==> config.mk <==
export PLATFORM = sky130hd
export DESIGN_NAME = branch_resolve_unit
export DESIGN_NICKNAME = d
export VERILOG_FILES = /design/src/rtl/bru_pkg.sv /design/src/rtl/bru_decode.sv /design/src/rtl/bru_compare.sv /design/src/rtl/bru_target.sv /design/src/rtl/branch_resolve_unit.sv
export SDC_FILE = /design/constraint.sdc
export NUM_CORES = 1
export LEC_CHECK = 0
export BUFFER_PORTS_ARGS = -buffer_cell sky130_fd_sc_hd__buf_2
export CORE_MARGIN = 1
export CORE_UTILIZATION = 60
export DETAILED_ROUTE_END_ITERATION = 10
export GPL_ROUTABILITY_DRIVEN = 0
export GPL_TIMING_DRIVEN = 0
export PLACE_DENSITY = 0.95
export REMOVE_ABC_BUFFERS = 1
export SLEW_MARGIN = 10
export SYNTH_ARGS = -nofsm -noshare
export SYNTH_HDL_FRONTEND = slang
export SYNTH_HIERARCHICAL = 1
export SYNTH_SLANG_ARGS = --single-unit
==> constraint.sdc <==
create_clock -name clk -period 14.5 [get_ports clk]
set_input_delay 1.45 -clock clk [delete_from_list [all_inputs] [get_ports clk]]
set_output_delay 1.45 -clock clk [all_outputs]
set_load 0.03 [all_outputs]
==> src/rtl/bru_pkg.sv <==
package bru_pkg;
  localparam int XLEN       = 64;
  localparam int NARROW     = 32;
  localparam int IMM_W      = 32;
  localparam int OFF_W      = 16;
  localparam int INSN_BYTES = 8;
  localparam int SCALE_SH   = $clog2(INSN_BYTES);
  localparam logic [2:0] CLS_WIDE   = 3'd5;
  localparam logic [2:0] CLS_NARROW = 3'd6;

  typedef enum logic [3:0] {
    K_NEVER, K_ALWAYS, K_EQ, K_NE, K_SET,
    K_UGT, K_UGE, K_ULT, K_ULE,
    K_SGT, K_SGE, K_SLT, K_SLE
  } cond_kind_e;

  function automatic logic [XLEN-1:0] sx_imm(input logic [IMM_W-1:0] v);
    return {{(XLEN-IMM_W){v[IMM_W-1]}}, v};
  endfunction

  function automatic logic [XLEN-1:0] sx_off(input logic [OFF_W-1:0] v);
    return {{(XLEN-OFF_W){v[OFF_W-1]}}, v};
  endfunction

  function automatic logic [XLEN-1:0] scale(input logic [XLEN-1:0] d);
    return d << SCALE_SH;
  endfunction
endpackage

==> src/rtl/bru_decode.sv <==
module bru_decode
  import bru_pkg::*;
(
  input  logic [3:0]  opcode,
  input  logic        src_sel,
  input  logic [2:0]  cls,
  output cond_kind_e  kind,
  output logic        imm_disp,
  output logic        call_f,
  output logic        call_ind_f,
  output logic        exit_f,
  output logic        bad_f
);
  logic wide, narrow;
  assign wide   = (cls == CLS_WIDE);
  assign narrow = (cls == CLS_NARROW);

  always_comb begin
    kind       = K_NEVER;
    imm_disp   = 1'b0;
    call_f     = 1'b0;
    call_ind_f = 1'b0;
    exit_f     = 1'b0;
    bad_f      = 1'b0;
    if (wide || narrow) begin
      case (opcode)
        4'h0: begin kind = K_ALWAYS; imm_disp = narrow; end
        4'h1: kind = K_EQ;
        4'h2: kind = K_UGT;
        4'h3: kind = K_UGE;
        4'h4: kind = K_SET;
        4'h5: kind = K_NE;
        4'h6: kind = K_SGT;
        4'h7: kind = K_SGE;
        4'h8: begin
          call_f     = wide;
          call_ind_f = wide & src_sel;
          bad_f      = narrow;
        end
        4'h9: begin exit_f = wide; bad_f = narrow; end
        4'ha: kind = K_ULT;
        4'hb: kind = K_ULE;
        4'hc: kind = K_SLT;
        4'hd: kind = K_SLE;
        default: bad_f = 1'b1;
      endcase
    end
  end
endmodule

==> src/rtl/bru_compare.sv <==
module bru_compare
  import bru_pkg::*;
(
  input  cond_kind_e       kind,
  input  logic             is_narrow,
  input  logic [XLEN-1:0]  lhs,
  input  logic [XLEN-1:0]  rhs,
  output logic             hit
);
  logic [XLEN-1:0] lu, ru;
  logic signed [XLEN-1:0] ls, rs;

  always_comb begin
    if (is_narrow) begin
      lu = {{(XLEN-NARROW){1'b0}}, lhs[NARROW-1:0]};
      ru = {{(XLEN-NARROW){1'b0}}, rhs[NARROW-1:0]};
      ls = {{(XLEN-NARROW){lhs[NARROW-1]}}, lhs[NARROW-1:0]};
      rs = {{(XLEN-NARROW){rhs[NARROW-1]}}, rhs[NARROW-1:0]};
    end else begin
      lu = lhs;
      ru = rhs;
      ls = lhs;
      rs = rhs;
    end
  end

  always_comb begin
    case (kind)
      K_ALWAYS: hit = 1'b1;
      K_EQ:     hit = (lu == ru);
      K_NE:     hit = (lu != ru);
      K_SET:    hit = |(lu & ru);
      K_UGT:    hit = (lu >  ru);
      K_UGE:    hit = (lu >= ru);
      K_ULT:    hit = (lu <  ru);
      K_ULE:    hit = (lu <= ru);
      K_SGT:    hit = (ls >  rs);
      K_SGE:    hit = (ls >= rs);
      K_SLT:    hit = (ls <  rs);
      K_SLE:    hit = (ls <= rs);
      default:  hit = 1'b0;
    endcase
  end
endmodule

==> src/rtl/bru_target.sv <==
module bru_target
  import bru_pkg::*;
(
  input  logic [XLEN-1:0]  next_pc,
  input  logic [IMM_W-1:0] imm,
  input  logic [OFF_W-1:0] offset,
  input  logic             imm_disp,
  input  logic             take,
  output logic [XLEN-1:0]  dest
);
  logic [XLEN-1:0] disp;
  assign disp = imm_disp ? sx_imm(imm) : sx_off(offset);
  assign dest = take ? (next_pc + scale(disp)) : next_pc;
endmodule

==> src/rtl/branch_resolve_unit.sv <==
module branch_resolve_unit
  import bru_pkg::*;
(
  input  logic              clk,
  input  logic              rst_n,
  input  logic              in_valid,
  input  logic [3:0]        opcode,
  input  logic              src_sel,
  input  logic [2:0]        cls,
  input  logic [XLEN-1:0]   dst_val,
  input  logic [XLEN-1:0]   src_val,
  input  logic [IMM_W-1:0]  imm,
  input  logic [OFF_W-1:0]  offset,
  input  logic [XLEN-1:0]   next_pc,
  output logic              out_valid,
  output logic              taken,
  output logic [XLEN-1:0]   target,
  output logic              is_call,
  output logic              call_indirect,
  output logic              is_exit,
  output logic              illegal
);
  cond_kind_e      kind_w;
  logic            imm_disp_w, call_w, call_ind_w, exit_w, bad_w;
  logic            hit_w;
  logic [XLEN-1:0] rhs_w, dest_w;

  bru_decode u_dec (
    .opcode(opcode), .src_sel(src_sel), .cls(cls),
    .kind(kind_w), .imm_disp(imm_disp_w), .call_f(call_w),
    .call_ind_f(call_ind_w), .exit_f(exit_w), .bad_f(bad_w)
  );

  assign rhs_w = src_sel ? src_val : sx_imm(imm);

  bru_compare u_cmp (
    .kind(kind_w), .is_narrow(cls == CLS_NARROW),
    .lhs(dst_val), .rhs(rhs_w), .hit(hit_w)
  );

  bru_target u_tgt (
    .next_pc(next_pc), .imm(imm), .offset(offset),
    .imm_disp(imm_disp_w), .take(hit_w), .dest(dest_w)
  );

  always_ff @(posedge clk) begin
    if (!rst_n) begin
      out_valid     <= 1'b0;
      taken         <= 1'b0;
      target        <= '0;
      is_call       <= 1'b0;
      call_indirect <= 1'b0;
      is_exit       <= 1'b0;
      illegal       <= 1'b0;
    end else begin
      out_valid     <= in_valid;
      taken         <= hit_w;
      target        <= dest_w;
      is_call       <= call_w;
      call_indirect <= call_ind_w;
      is_exit       <= exit_w;
      illegal       <= bad_w;
    end
  end

  // one-cycle valid latency
  a_r2_valid_lat: assert property (@(posedge clk) disable iff (!rst_n)
    in_valid |=> out_valid);
  a_r2_idle_lat: assert property (@(posedge clk) disable iff (!rst_n)
    !in_valid |=> !out_valid);
  // fall-through target is the presented next address
  a_r10_fallthrough: assert property (@(posedge clk) disable iff (!rst_n)
    in_valid |=> (taken || target == $past(next_pc)));
  // taken target keeps instruction alignment of next_pc
  a_r8_align: assert property (@(posedge clk) disable iff (!rst_n)
    in_valid |=> (!taken || target[SCALE_SH-1:0] == $past(next_pc[SCALE_SH-1:0])));
  // outcome flags are mutually exclusive
  a_r12_exclusive: assert property (@(posedge clk) disable iff (!rst_n)
    $onehot0({taken, is_call, is_exit, illegal}));
  // indirect implies call
  a_r11_indirect: assert property (@(posedge clk) disable iff (!rst_n)
    call_indirect |-> is_call);
endmodule

==> run summary <==
Status - finished clean
Worst Path Buf+Inv - 3
Total grt overflow - 0
Synth Area per Inst - 7.98 sq um
CP peak stage delay - 1.00 ns
Mux cell area share after synthesis - 13.5%
Slowest cell on the critical path - and2_1
Synth Area in Simple Gates - 24.6%
Tcrit/Tclk final - 52.2%
Async SR Flop Fraction - 0%
Tmin final - 7.56 ns
Layout Cells excl Fill - 2,084
CTS tree - done
Fin. Hold Viols - 0
Sw frac - 42.2%
WP depth - 21
Final Max Slew Viols - 0
Slew margin rel. - 17.0%
Largest net degree at the start of global routing - 71
Comb pwr share - 54.0%
Synth cell types - 88
Max Cap Violations - 0
Crit end category - register
XOR/XNOR share of the synthesized area - 3.63%
# resized after CTS - 0
Setup TNS - 0 ns
Leak - 7.26 nW
# nets final - 2,276
CP max FO - 61
Die Y-Extent - 145 microns
CP startpoint - cls[0]
Switching pwr - 0.000414 W
Hold buffers post-CTS - 0
Initial Utilization - 61.0%
GRT Util Overall - 36.0%
Clk root buf - clkbuf_16
Worst path top cell family by delay - simple AND/OR/NAND/NOR gates
Layout area overhead - 15.9%
Post-CTS setup repair buffer count - 0
Drt drc - 0
Seq/Total Area, Yosys - 11.4%
Global-route wire length before repair - 61,900 microns
Worst path required time - 14.74 ns
RSZ-0062 raised after global routing - false
#FFs+latches synth - 70
Seq pwr share - 21.9%
Setup violations, final - 0
Proportion of layout cells with a drive suffix above 1 - 27.8%
Die Wd - 145 microns
Vias in the first global route - 13,000
Clock share of power - 24.1%
Compound-cell area share of the yosys netlist - 18.2%
Detailed placement HPWL - 30,900 microns
Critical path destination - target[63]$_SDFF_PN0_
Largest family of logic cells by synthesized area - simple AND/OR/NAND/NOR gates
Antenna Nets Post-Route - 0
Vias after detailed routing - 13,000
WP data arrival - 7.80 ns
Power density over the cells - 68.8 nW/um^2
Post-synth EDFFs - 0
Min-Delay Path Class - in -> reg
Prevailing post-synth register cell - dfxtp_1
# clock sinks - 70
FMAX - 132 MHz
Crit path kind - in -> reg
Initial DRC count - 1,257
Number of cell rows - 52
Clk buf depth - 2
Core area - 20,200 sq um
Hold Crit Depth - 2
Initial antenna violation count - 6
Die ar. - 21,100 sq um
Most common cell after layout, fill and taps aside - buf_2
Drt via density - 6.25
# IOs - 321
Port Buffers - 320
Area share of fa/ha/maj cells after synthesis - 22.5%
Mapped Cells - 1,543
Drt total wl - 38,700 microns
Cell internal pwr - 0.000567 W
Commonest cells after routing, fill and taps aside - buf_2, ha_1, nand2_1
VDD IR-drop max - 86.0 uV
Routed WL per cell - 18.6 microns
Cells along the critical path - buf_2 -> and3b_2 -> buf_12 -> and2_1 -> nor2_1 -> ha_1 -> a21oi_1 -> o21ai_2 -> a221oi_2 -> o211ai_1 -> a211o_1 -> or3_4 -> and3b_2 -> o21ai_1 -> nand4_1 -> inv_1 -> nor3_1 -> o211ai_1 -> o311a_1 -> xnor2_1 -> and2_1
Cells after DPL - 2,063
H-Tree Depth - 3
YS warnings - 6
TritonRoute pass-1 iters - 8
Critical path launch point type - primary input
Worst-path clk slew - 0.06 ns
Worst-Margin Slew - 1.24 ns
CTS Buf Count - 9
Mapped Area - 12,300 sq um
## worst min path at each step
stage                                to       start
6_report           out_valid$_SDFF_PN0_    in_valid
5_1_grt            target[2]$_SDFF_PN0_  next_pc[2]
4_1_cts            out_valid$_SDFF_PN0_    in_valid
3_5_place_dp       out_valid$_SDFF_PN0_    in_valid
3_3_place_gp       target[1]$_SDFF_PN0_  next_pc[1]
2_1_floorplan  call_indirect$_SDFF_PN0_       rst_n
## Yosys cell counts (4+ instances only)
master	number	area (sq um)
o211ai_1	10	75.1
nand4_1	45	282
and4_1	10	87.6
a41oi_1	4	35.0
nand2b_1	51	319
a21o_1	52	390
o21ai_1	7	35.0
mux2_2	64	721
and2_1	74	463
a311oi_1	4	35.0
nand2_1	139	522
buf_4	6	45.0
a31oi_1	6	37.5
nor4_1	25	156
nor2_1	101	379
o31ai_1	6	45.0
buf_2	8	40.0
xnor2_1	32	280
nor2b_1	45	282
nor3_1	13	65.1
clkbuf_1	52	195
a211o_1	4	35.0
nand3b_1	4	30.0
o21ai_0	60	300
buf_12	6	120
xor2_1	19	166
a21boi_0	4	30.0
mux2i_1	4	40.0
mux2_4	60	901
or3_1	4	25.0
nand3_1	21	105
a211oi_1	10	75.1
o21bai_1	12	90.1
a21oi_1	126	631
o21a_1	8	60.1
and3_1	5	31.3
inv_1	83	312
dfxtp_1	70	1400
ha_1	220	2750
## stage by stage
stage | worst slack (ns) | cell area, sq um | util (%) | power (W) | hold slack, ns
global route | 6.43 | 14300 | 70.7 | 0.00104 | 1.30
finish | 6.94 | 14300 | 70.7 | 0.000982 | 1.30
global placement | 2.61 | 13800 | 68.4 | 0.000711 | 1.65
floorplan | 5.38 | 11900 | - | 0.000574 | 1.57
detailed placement | 6.79 | 13900 | 69.1 | 0.000729 | 1.66
CTS | 7.08 | 14300 | 70.7 | 0.000971 | 1.30
## area by class of cell
type / instances / area, sq um
Multi-Input combinational cell: 1312 / 10200
Fill cell: 1443 / 5900
Timing Repair Buffer: 328 / 1730
Sequential cell: 70 / 1400
Tap cell: 270 / 338
Inverter: 83 / 312
Clock buffer: 9 / 225
Clock inverter: 7 / 83.8
Antenna cell: 5 / 12.5
## flip-flops by register name, summed over array words and instances, names as in the netlist
register,flops
call_indirect,1
illegal,1
target,64
is_exit,1
taken,1
is_call,1
out_valid,1
## layer usage
layer,global-route usage (%),vias up,part of all wire (%)
met1,40.7,5922,38
met2,62.4,816,47
met4,22.7,4,6.5
met5,0,-,0.059
li1,-,6026,-
met3,6.23,248,8.2
## power by group through the flow
stage,logic (W),clock network (W),registers [W]
floorplan,0.000319,0,0.000255
CTS,0.000517,0.000239,0.000215
detailed placement,0.000511,0,0.000219
global route,0.000573,0.000247,0.000216
global placement,0.000492,0,0.000218
finish,0.000530,0.000237,0.000215
## kinds of logic after synthesis
family / after synthesis
AO/OA/AOI/OAI: 348
XOR/XNOR: 51
adder cells (fa/ha/maj): 221
buffers and inverters: 161
flip-flops: 70
multiplexers: 128
AND/OR/NAND/NOR: 564
Power figures use the tool's default switching activity.
